`config.mk`:
```
export PLATFORM = sky130hd
export DESIGN_NAME = cmpu_top
export DESIGN_NICKNAME = d
export VERILOG_FILES = /design/src/rtl/cmpu_pkg.sv /design/src/rtl/cmpu_rst_sync.sv /design/src/rtl/cmpu_rel.sv /design/src/rtl/cmpu_andtst.sv /design/src/rtl/cmpu_top.sv
export SDC_FILE = /design/constraint.sdc
export NUM_CORES = 1
export LEC_CHECK = 0
export BUFFER_PORTS_ARGS = -buffer_cell sky130_fd_sc_hd__buf_2
export CAP_MARGIN = 20
export CORE_MARGIN = 3
export CORE_UTILIZATION = 35
export CTS_CLUSTER_DIAMETER = 60
export DETAILED_ROUTE_END_ITERATION = 6
export PLACE_DENSITY = 0.61
export SKIP_LAST_GASP = 1
export SLEW_MARGIN = 20
export SYNTH_ARGS = -nofsm -noshare
export SYNTH_HDL_FRONTEND = slang
export SYNTH_SLANG_ARGS = --single-unit
```
`constraint.sdc`:
```
create_clock -name clk -period 0.8 [get_ports clk]
set_clock_uncertainty 0.2 [all_clocks]
set_input_delay 0.08 -clock clk [delete_from_list [all_inputs] [get_ports clk]]
set_output_delay 0.08 -clock clk [all_outputs]
set_load 0.02 [all_outputs]
```
`src/rtl/cmpu_pkg.sv`:
```
package cmpu_pkg;
  localparam int COND_W = 3;
  localparam int NLANES = 2;

  typedef enum logic {
    FAM_CMP = 1'b0,
    FAM_AND = 1'b1
  } fam_e;

  // condition codes shared by both families
  localparam logic [COND_W-1:0] C_OVF  = 3'd0;
  localparam logic [COND_W-1:0] C_ULT  = 3'd1;
  localparam logic [COND_W-1:0] C_EQ   = 3'd2;
  localparam logic [COND_W-1:0] C_ULE  = 3'd3;
  localparam logic [COND_W-1:0] C_SGN  = 3'd4;
  localparam logic [COND_W-1:0] C_PAR  = 3'd5;
  localparam logic [COND_W-1:0] C_SLT  = 3'd6;
  localparam logic [COND_W-1:0] C_SLE  = 3'd7;
endpackage

```
`src/rtl/cmpu_rst_sync.sv`:
```
module cmpu_rst_sync #(
  parameter int STAGES = 2
) (
  input  logic clk,
  input  logic rst_n,
  output logic rst_sync_n
);
  logic [STAGES-1:0] sync_q;
  logic [STAGES-1:0] sync_d;

  always_comb begin
    sync_d = {sync_q[STAGES-2:0], 1'b1};
  end

  always_ff @(posedge clk or negedge rst_n) begin
    if (!rst_n) sync_q <= '0;
    else        sync_q <= sync_d;
  end

  assign rst_sync_n = sync_q[STAGES-1];
endmodule

```
`src/rtl/cmpu_rel.sv`:
```
module cmpu_rel import cmpu_pkg::*; #(
  parameter int W = 64
) (
  input  logic [W-1:0]      a,
  input  logic [W-1:0]      b,
  input  logic [COND_W-1:0] cond,
  output logic              pred
);
  localparam int MSB = W - 1;

  logic [W-1:0] diff;
  logic         ovf;
  logic         ult;
  logic         eq;
  logic         slt;
  logic         even;

  always_comb begin
    diff = a - b;
    ovf  = ((a ^ diff) & (~b ^ diff)) >> MSB != '0;
    ult  = a < b;
    eq   = a == b;
    slt  = $signed(a) < $signed(b);
    even = ~^diff;
  end

  always_comb begin
    unique case (cond)
      C_OVF:   pred = ovf;
      C_ULT:   pred = ult;
      C_EQ:    pred = eq;
      C_ULE:   pred = ult | eq;
      C_SGN:   pred = diff[MSB];
      C_PAR:   pred = even;
      C_SLT:   pred = slt;
      default: pred = slt | eq;
    endcase
  end

  // without overflow the difference sign equals signed less-than
  always_comb begin
    if (!ovf) a_r4_sign_matches_slt: assert (diff[MSB] == slt);
  end

  // a zero difference means the operands are equal
  always_comb begin
    if (diff == '0) a_r3_zero_diff_eq: assert (eq);
  end
endmodule

```
`src/rtl/cmpu_andtst.sv`:
```
module cmpu_andtst import cmpu_pkg::*; #(
  parameter int W = 64
) (
  input  logic [W-1:0]      a,
  input  logic [W-1:0]      b,
  input  logic [COND_W-1:0] cond,
  output logic              pred,
  output logic              illegal
);
  logic [W-1:0] t;
  logic         is_zero;
  logic         neg;

  always_comb begin
    t       = a & b;
    is_zero = t == '0;
    neg     = t[W-1];
  end

  always_comb begin
    pred    = 1'b0;
    illegal = 1'b0;
    unique case (cond)
      C_EQ:    pred = is_zero;
      C_SGN:   pred = neg;
      C_PAR:   pred = ~^t;
      C_SLE:   pred = neg | is_zero;
      default: illegal = 1'b1;
    endcase
  end

  // a negative AND result can never be zero
  always_comb begin
    if (neg) a_r7_neg_nonzero: assert (!is_zero);
  end
endmodule

```
`src/rtl/cmpu_top.sv`:
```
module cmpu_top import cmpu_pkg::*; #(
  parameter int DATA_W = 64,
  parameter int HALF_W = 32
) (
  input  logic              clk,
  input  logic              rst_n,
  input  logic              req_valid,
  input  logic              req_mode,
  input  logic              req_size64,
  input  logic [COND_W-1:0] req_cond,
  input  logic [DATA_W-1:0] req_src1,
  input  logic [DATA_W-1:0] req_src2,
  output logic              out_valid,
  output logic              out_pred,
  output logic              out_illegal
);
  logic rst_sync_n;

  cmpu_rst_sync #(.STAGES(2)) u_rst (
    .clk        (clk),
    .rst_n      (rst_n),
    .rst_sync_n (rst_sync_n)
  );

  logic [NLANES-1:0] rel_p;
  logic [NLANES-1:0] and_p;
  logic [NLANES-1:0] and_ill;

  // lane 0 = narrow width, lane 1 = full width
  for (genvar gi = 0; gi < NLANES; gi++) begin : g_lane
    localparam int LW = (gi == 0) ? HALF_W : DATA_W;

    cmpu_rel #(.W(LW)) u_rel (
      .a    (req_src1[LW-1:0]),
      .b    (req_src2[LW-1:0]),
      .cond (req_cond),
      .pred (rel_p[gi])
    );

    cmpu_andtst #(.W(LW)) u_and (
      .a       (req_src1[LW-1:0]),
      .b       (req_src2[LW-1:0]),
      .cond    (req_cond),
      .pred    (and_p[gi]),
      .illegal (and_ill[gi])
    );
  end

  logic lane;
  logic sel_pred;
  logic sel_ill;
  logic valid_d;
  logic pred_d;
  logic ill_d;

  always_comb begin
    lane     = req_size64;
    sel_pred = (req_mode == FAM_AND) ? and_p[lane] : rel_p[lane];
    sel_ill  = (req_mode == FAM_AND) ? and_ill[lane] : 1'b0;
  end

  // next state with explicit load enable
  always_comb begin
    valid_d = req_valid;
    pred_d  = out_pred;
    ill_d   = out_illegal;
    if (req_valid) begin
      pred_d = sel_pred;
      ill_d  = sel_ill;
    end
  end

  always_ff @(posedge clk or negedge rst_sync_n) begin
    if (!rst_sync_n) begin
      out_valid   <= 1'b0;
      out_pred    <= 1'b0;
      out_illegal <= 1'b0;
    end else begin
      out_valid   <= valid_d;
      out_pred    <= pred_d;
      out_illegal <= ill_d;
    end
  end

  // result valid exactly one cycle after a request
  a_r1_valid_follows: assert property (@(posedge clk) disable iff (!rst_sync_n)
    req_valid |=> out_valid);
  a_r1_no_spurious_valid: assert property (@(posedge clk) disable iff (!rst_sync_n)
    !req_valid |=> !out_valid);

  // illegal flag forces a zero predicate, never set by plain compares
  a_r8_illegal_zero_pred: assert property (@(posedge clk) disable iff (!rst_sync_n)
    out_illegal |-> !out_pred);
  a_r8_cmp_never_illegal: assert property (@(posedge clk) disable iff (!rst_sync_n)
    (req_valid && req_mode == FAM_CMP) |=> !out_illegal);

  // results hold while idle
  a_r10_hold_idle: assert property (@(posedge clk) disable iff (!rst_sync_n)
    !req_valid |=> ($stable(out_pred) && $stable(out_illegal)));
endmodule

```
==> flow_summary.toml, run 1 <==
[worst_setup_path]
required_ps = 730
r2r_cells = 2
arrival_ps = 3960
critPathMaxFanout = 4
rrSetupSlack_ps = -440
crit_type = "input pin to flop"
startpoint_type = "input pin"
worst_r2r_endpoint = "out_pred$_DFFE_PN0P_"
timing.rr.start = "out_pred$_DFFE_PN0P_"
end_kind = "flop"

[place]
io_buffers = 138
gp_congestion = 0.928
dpl_cell_area_mm2 = 0.0107
dp_hpwl_um = 21800

[outcome]
failed_checks = "negative hold slack, negative setup slack"
status = "complete, but fails checks"

[clock_tree]
cts_tree = "built"
cts_buffers = 3
root_buffer = "clkbuf_16"
clkTransAtPathRegs_ps = 40
clk_latency_ps = 230
clk_path_buf_depth = 2
hold_buffers = 1
htreeDepth = 1
clock_sinks = 5

[global_route]
grt_pass1_wl_um = 37900
antenna_found_initial = 0
grt_usage = 0.206
first_global_vias = 7961
gr-total-overflow = 0
grt_max_degree = 10

[timing]
final_max_slew_viol_count = 0
hold-worst-slack_ps = -141
finalSetupTns_ps = -4140
setup_ws_ps = -3230
max_clock_freq_mhz = 248
finalCritPeriodShare = 5.04
period_minus_slack_ps = 4030
hold_viol = 7
rsz0062_at_grt = "yes"
setup_viol = 5
tightest_slew_ps = 554
relSlewSlack = 0.627

[pwr]
powerDensity_mw_per_mm2 = 1540
vdd_drop_max_mv = 1.49
leakage_nw = 5.80

[drt]
drt-initial-drc-count = 523
dr.pass1.iters = 5
wirelength_um = 24100
antenna_left = 0
vias = 8481
drc = 0
wire_per_inst_um = 14.0
vias_per_cell = 4.93

[job]
cap_violations = 0

[synth]
synthesis.nets = 1306
seq_area_frac_synth = 0.0173
synthFlopType = "dfrtp_1"
synth_area_mm2 = 0.00724
avgSynthCellArea_um2 = 7.18
yosys_warnings = 0
synth_cell_type_count = 78
ys_async_sr_fraction = 1.00
synth.ff_latch_count = 5
synthCells = 1008
synth_edf_count = 0

[floorplan]
die_w_um = 150
start_util = 0.364
dieArea_mm2 = 0.0224
pin_count = 139
core.rowCount = 51
floorplan.core_area_mm2 = 0.0199
die_h_um = 150

[final_layout]
fillers = 1967
n_antenna_cell = 0
fin_area_mm2 = 0.0108
syn_to_final_growth_pct = 49.7
layout.nets = 1755
drive_gt1_frac = 0.359

[worst_hold_path]
worstHoldPathType = "flop to async pin"
## logic make-up after synthesis
kind of cell | count (synthesis) | synth area share
AOI/OAI and AO/OA | 266 | 0.237
buffers and inverters | 180 | 0.0973
adders and majority gates | 162 | 0.281
xor gates and xnor gates | 131 | 0.176
muxes | 11 | 0.0152
other | 1 | 0.000518
and+or+nand+nor | 252 | 0.176
DFF | 5 | 0.0173
## power breakdown
part	switching (mW)	internal, mW	leakage (nW)
clock	0.190	0.663	0.0382
combinational	6.94	8.55	5.70
sequential	0.0323	0.285	0.0599
total	7.17	9.50	5.80
## state kept, by name, summed over array words and instances, names as in the netlist
| signal | count |
|---|---|
| out_illegal | 1 |
| out_pred | 1 |
| out_valid | 1 |
| u_rst.sync_q | 2 |
## synthesized netlist by cell type, drive strengths merged, types with 5 or more instances
master  number  area [um2]
a31oi        5        31.3
nor2        58         218
o21bai      11        82.6
a21o        41         308
buf          5        36.3
and3        10        63.8
o21a         9        67.6
o211ai       8        60.1
xnor2      110         986
xor2        14         130
nand2b      15        98.9
xnor3        7         158
dfrtp        5         125
o21ai       58         298
nor4         5        31.3
a21oi       91         467
mux2i       11         110
nand4       35         231
inv        147         552
nor3        14        70.1
nand3       14        70.1
or3          5        31.3
nand2       68         258
nor2b       13        88.8
ha         161        2010
clkbuf      28         116
## area by class of cell
| type | instances | area, um2 | area share |
|---|---|---|---|
| multi-input combinational | 823 | 6490 | 0.599 |
| timing repair buffer | 477 | 3260 | 0.301 |
| inverter | 147 | 552 | 0.0509 |
| tap | 265 | 332 | 0.0306 |
| sequential | 5 | 125 | 0.0115 |
| clock buffer | 4 | 78.8 | 0.00727 |
## cells in the final DEF (no fill, tap or decap), drive strengths merged, types with 10 or more instances in the layout
| cell | count |
|---|---|
| buf | 476 |
| ha | 161 |
| inv | 147 |
| xnor2 | 110 |
| a21oi | 91 |
| nand2 | 68 |
| nor2 | 58 |
| o21ai | 58 |
| a21o | 41 |
| nand4 | 35 |
| nand2b | 15 |
| nand3 | 14 |
| xor2 | 14 |
| nor3 | 14 |
| nor2b | 13 |
| o21bai | 11 |
| mux2i | 11 |
| and3 | 10 |
## routing by layer
layer | vias to the layer above | global-route usage | part of all wire
met4 | 0 | 0.0293 | 0.012
met2 | 220 | 0.316 | 0.42
met3 | 25 | 0.0218 | 0.063
met1 | 3884 | 0.317 | 0.50
met5 | - | 0 | 0
li1 | 4352 | - | -
## worst max path at each step
| stage | from | depth (start not counted) | slack (ps) | end |
|---|---|---|---|---|
| after floorplan | req_src1[0] | 17 | -3080 | out_pred$_DFFE_PN0P_ |
| after global placement | req_src1[3] | 18 | -3400 | out_pred$_DFFE_PN0P_ |
| after detailed placement | req_src1[0] | 20 | -3490 | out_pred$_DFFE_PN0P_ |
| after CTS | req_src2[11] | 19 | -3190 | out_pred$_DFFE_PN0P_ |
| after global routing | req_src1[0] | 20 | -3450 | out_pred$_DFFE_PN0P_ |
| final | req_src1[0] | 20 | -3230 | out_pred$_DFFE_PN0P_ |
## through the flow
stage | util | instances | power, mW | hold WS [ps] | worst slack, ps
6_report | 0.544 | 1721 | 16.7 | -141 | -3230
5_1_grt | 0.544 | 1721 | 17.6 | -123 | -3450
4_1_cts | 0.543 | 1720 | 15.9 | -140 | -3190
3_5_place_dp | 0.535 | 1714 | 15.4 | -332 | -3490
3_3_place_gp | 0.535 | 1714 | 15.2 | -334 | -3400
2_1_floorplan | - | 1008 | 10.9 | -416 | -3080
## worst max-delay path, cell delays in order
cell and delay (ps):
buf_2 100, inv_1 70, ha_2 200, fa_2 210, nor2b_1 50, o311a_1 340
o22a_1 250, a21o_1 210, buf_4 160, a21oi_2 170, o21ai_0 130, xnor2_1 220
xnor3_1 390, xnor2_2 160, xnor2_2 150, xnor2_2 150, xnor2_1 200, xnor3_1 350
xnor2_1 150, o41ai_2 210
## what timing repair did
action                                  4_1_cts  5_1_grt
endpoints found under the hold margin         7        7
setup buffers                                 1        1
endpoints found under the setup margin        5        5
gates resized for setup                      14        6
pin swaps                                    10        2
Power figures use the tool's default switching activity.
==> inputs of run 2 (changes only) <==
--- a/config.mk
+++ b/config.mk
@@ -9,3 +9,3 @@
 export CAP_MARGIN = 20
-export CORE_MARGIN = 3
+export CORE_MARGIN = 4
 export CORE_UTILIZATION = 35
==> constraint.sdc (replaced) <==
create_clock -name clk -period 0.8 [get_ports clk]
set_clock_uncertainty 0.2 [all_clocks]
set_input_delay 0.2 -clock clk [delete_from_list [all_inputs] [get_ports clk]]
set_output_delay 0.2 -clock clk [all_outputs]
set_load 0.02 [all_outputs]
==> flow_summary.toml, run 2 (synthesis results as in run 1) <==
[outcome]
status = "complete, but fails checks"
failed_checks = "negative hold slack, negative setup slack"

[drt]
drt-initial-drc-count = 517
wire_per_inst_um = 14.0
vias_per_cell = 4.85
vias = 8424
wirelength_um = 24400
antenna_left = 0
dr.pass1.iters = 5
drc = 0

[worst_setup_path]
critPathMaxFanout = 6
arrival_ps = 4050
r2r_cells = 2
startpoint_type = "input pin"
end_kind = "flop"
crit_type = "input pin to flop"
required_ps = 730

[final_layout]
final_cells = 1736
final_common_cell = "buf_4"
drive_gt1_frac = 0.362
final_cell_mix = "348 x buf_4, 159 x ha_1, 146 x inv_1"
multiInputGateArea_mm2 = 0.00647
seq_area_um2 = 126
fin_area_mm2 = 0.0109
largest_register = "u_rst.sync_q"
largest_register_ffs = 2
fillers = 2062
layout.nets = 1765
syn_to_final_growth_pct = 50.8
n_antenna_cell = 0
utilization = 0.538

[clock_tree]
hold_buffers = 1
clk_path_buf_depth = 2
clk_latency_ps = 230
htreeDepth = 1
clkTransAtPathRegs_ps = 40
cts_tree = "built"
root_buffer = "clkbuf_16"
cts_setup_buffers = 0
clock_sinks = 5
cts_buffers = 3

[timing]
final_max_slew_viol_count = 0
rsz0062_at_grt = "yes"
period_minus_slack_ps = 4120
setup_viol = 5
hold_viol = 3
max_clock_freq_mhz = 242
finalCritPeriodShare = 5.16
setup_ws_ps = -3320
hold-worst-slack_ps = -150

[pwr]
leakage_nw = 5.85
powerDensity_mw_per_mm2 = 1470
vdd_drop_max_mv = 1.57

[floorplan]
die_w_um = 152
floorplan.core_area_mm2 = 0.0203
die_h_um = 152
core.rowCount = 52
dieArea_mm2 = 0.0230
start_util = 0.357
pin_count = 139

[global_route]
grt_usage = 0.198
antenna_found_initial = 0
gr-total-overflow = 0
grt_max_degree = 10
grt_pass1_wl_um = 38800
first_global_vias = 7975

[place]
post-place-cells = 1731
io_buffers = 138
dpl_cell_area_mm2 = 0.0108
dp_hpwl_um = 22200
gp_congestion = 0.951

[job]
cap_violations = 0

[worst_hold_path]
worstHoldPathType = "flop to async pin"
==> run 2: final cells by class <==
class                           count  share of cell area
Tap cell                          270              0.0309
Multi-Input combinational cell    823               0.593
Sequential cell                     5              0.0116
Inverter                          147              0.0505
Timing Repair Buffer              487               0.307
Clock buffer                        4             0.00722
==> run 2: power by group <==
group	internal, mW	total, mW	switching (mW)
Combinational	8.19	14.9	6.69
Sequential	0.286	0.316	0.0297
Clock	0.661	0.829	0.168
==> run 2: per-layer routing <==
layer  up-vias  track usage  part of all wire
li1       4378            -                 -
met1      3827        0.299              0.50
met2       203        0.310              0.43
met3        16       0.0259             0.058
met4         0       0.0223             0.012
met5         -            0                 0
==> run 2: metrics by stage <==
stage | power [mW] | setup slack, ps | TNS, ps
final | 16.0 | -3320 | -4500
after global routing | 16.9 | -3570 | -4800
after CTS | 16.2 | -3320 | -4560
after detailed placement | 15.4 | -3570 | -4420
after global placement | 15.3 | -3530 | -4360
after floorplan | 10.9 | -3200 | -3530
==> run 2: worst paths after layout <==
kind / start / to / slack [ps]
max: req_src2[11] / out_pred$_DFFE_PN0P_ / -3320
min: u_rst.sync_q[1]$_DFF_PN0_ / out_pred$_DFFE_PN0P_ / -150
max reg2reg: out_pred$_DFFE_PN0P_ / out_pred$_DFFE_PN0P_ / -470
min reg2reg: u_rst.sync_q[1]$_DFF_PN0_ / out_pred$_DFFE_PN0P_ / -150
max in group asynchronous: rst_n / u_rst.sync_q[1]$_DFF_PN0_ / 210
min in group clk: req_valid / out_valid$_DFF_PN0_ / 40
==> run 2: critical path: stages <==
cell,delay [ps]
buf_2,90
inv_1,40
ha_2,380
nand4_1,140
buf_4,170
or4_1,460
and3_1,170
nand4_2,140
a21oi_2,100
o21bai_1,160
mux2i_1,280
xnor3_1,380
xnor2_1,150
xnor2_1,140
xnor2_1,140
xnor2_1,210
xnor3_1,350
xnor2_1,160
o41ai_2,190
==> run 2: repair_timing <==
item / in CTS / in global routing
setup endpoints to repair: 5 / 5
endpoints found under the hold margin: 5 / 3
resized for setup: 17 / 8
pin swaps: 3 / 8
==> inputs of run 3 (changes only) <==
ABC_AREA = 1   (was unset)
PLACE_DENSITY = 0.59   (was 0.61)
REMOVE_ABC_BUFFERS = 1   (was unset)
==> flow_summary.toml, run 3 <==
[timing]
finalCritPeriodShare = 3.83
period_minus_slack_ps = 3060
max_clock_freq_mhz = 327
finalSetupTns_ps = -3610
hold-worst-slack_ps = -162
rsz0062_at_grt = "yes"
tightest_slew_ps = 494
relSlewSlack = 0.667
setup_viol = 5
final_max_slew_viol_count = 0
hold_viol = 3
setup_ws_ps = -2260

[final_layout]
utilization = 0.566
layout.nets = 2753
largest_register_ffs = 2
n_antenna_cell = 0
largest_register = "u_rst.sync_q"
fillers = 2864
multiInputGateArea_mm2 = 0.0100
syn_to_final_growth_pct = 58.5
final_cells = 2832
fin_area_mm2 = 0.0159
drive_gt1_frac = 0.399
seq_area_um2 = 125
final_common_cell = "nand2_1"
final_cell_mix = "592 x nand2_1, 430 x inv_1, 325 x buf_4"

[global_route]
grt_max_degree = 7
first_global_vias = 12145
grt_usage = 0.228
grt_pass1_wl_um = 58600
antenna_found_initial = 0
gr-total-overflow = 0

[worst_setup_path]
crit_path_frequent_cell = "nand2_1"
end_kind = "flop"
startpoint_type = "input pin"
cp_slowest_cell = "ha_4"
crit_type = "input pin to flop"
rrSetupSlack_ps = -140
max_stage_delay_ps = 290
required_ps = 720
arrival_ps = 2980
critPathMaxFanout = 3

[synth]
synth_edf_count = 0
synth_common_cells = "760 x nand2_1, 472 x inv_1, 161 x ha_1"
yosysTopAreaCell = "nand2_1"
synth_cell_type_count = 40
yosys.area.top_type_share = 0.285
seq_area_frac_synth = 0.0125
yosys_warnings = 0
synthFlopType = "dfrtp_1"
synth.ff_latch_count = 5
ys_async_sr_fraction = 1.00
yosysMostFrequentCell = "nand2_1"
synth.area.top_cells = "nand2_1 29%, ha_1 20%, inv_1 18%, nor2_1 5.6%, nand3_1 5.5%"
synth_area_mm2 = 0.0100
avgSynthCellArea_um2 = 5.05
synthCells = 1981

[drt]
antenna_left = 0
vias = 12910
wire_per_inst_um = 13.4
drc = 0
dr.pass1.iters = 5
wirelength_um = 38000
drt-initial-drc-count = 625
vias_per_cell = 4.56

[pwr]
powerDensity_mw_per_mm2 = 995
leakage_nw = 9.40
power_mw = 15.8
vdd_drop_max_mv = 0.483

[floorplan]
dieArea_mm2 = 0.0314
die_w_um = 177
die_h_um = 177
pin_count = 139
core.rowCount = 61
start_util = 0.357
floorplan.core_area_mm2 = 0.0280

[clock_tree]
cts_tree = "built"
clock_sinks = 5
cts_buffers = 3
clkTransAtPathRegs_ps = 40
clk_latency_ps = 230
hold_buffers = 1
root_buffer = "clkbuf_16"
clk_path_buf_depth = 2
htreeDepth = 1

[place]
gp_congestion = 0.986
place_ws_ps = -2700
dpl_cell_area_mm2 = 0.0136
io_buffers = 138
dp_hpwl_um = 32600
post-place-cells = 2815

[job]
cap_violations = 0

[outcome]
failed_checks = "negative hold slack, negative setup slack"
status = "complete, but fails checks"

[worst_hold_path]
worstHoldPathType = "flop to async pin"
[run 3: changes by cell type after synthesis, moves of 33 or more]
| cell | delta |
|---|---|
| a21oi_1 | -33 |
| nor2_1 | +91 |
| a21o_1 | -40 |
| nand3_1 | +95 |
| xnor2_1 | -80 |
| nand2_1 | +693 |
| inv_1 | +325 |
| nand2_2 | +49 |
[run 3: what timing repair did]
item                                    in CTS  in global routing
endpoints found under the hold margin        6                  3
resized for setup                          170                339
cloned                                       0                  0
endpoints found under the setup margin       5                  5
setup buffers                                4                  8
pin swaps                                   56                122
[run 3: routing by layer]
layer  part of all wire  global-route usage  wire [um]
met2               0.46               0.388      17600
met4              0.024              0.0480        905
met5                  0                   0          0
met3              0.052              0.0160       1990
met1               0.46               0.316      17500
[run 3: kinds of logic (layout without fill, tap and decap cells)]
kind of cell,count (synthesis),after routing,share of synthesized area
other cells,1,1,0.000375
simple gates,1174,1174,0.504
fa+ha+maj,162,162,0.203
flops,5,5,0.0125
xor+xnor,45,45,0.0394
compound gates,94,94,0.0525
buf+inv,500,973,0.188
[run 3: final cells by class]
type / count / share of cell area
Clock buffer: 4 / 0.00497
Inverter: 500 / 0.119
Multi-Input combinational cell: 1476 / 0.630
Sequential cell: 5 / 0.00789
Tap cell: 378 / 0.0298
Timing Repair Buffer: 469 / 0.208
[run 3: worst paths after layout]
kind	start	depth (start not counted)	end
setup reg to reg	out_pred$_DFFE_PN0P_	3	out_pred$_DFFE_PN0P_
max in group asynchronous	rst_n	2	u_rst.sync_q[1]$_DFF_PN0_
hold / removal	u_rst.sync_q[1]$_DFF_PN0_	0	out_pred$_DFFE_PN0P_
min in group clk	req_valid	2	out_valid$_DFF_PN0_
setup / recovery	req_src2[32]	32	out_pred$_DFFE_PN0P_
hold reg to reg	u_rst.sync_q[1]$_DFF_PN0_	0	out_pred$_DFFE_PN0P_
[run 3: power by group]
part	internal, mW	switching, mW
sequential	0.277	0.0170
combinational	6.13	8.52
clock	0.661	0.168
[run 3: critical path: cells and delay by family]
kind,cells,cell delay (ps)
simple gates,25,1880
buf+inv,6,580
fa+ha+maj,1,290
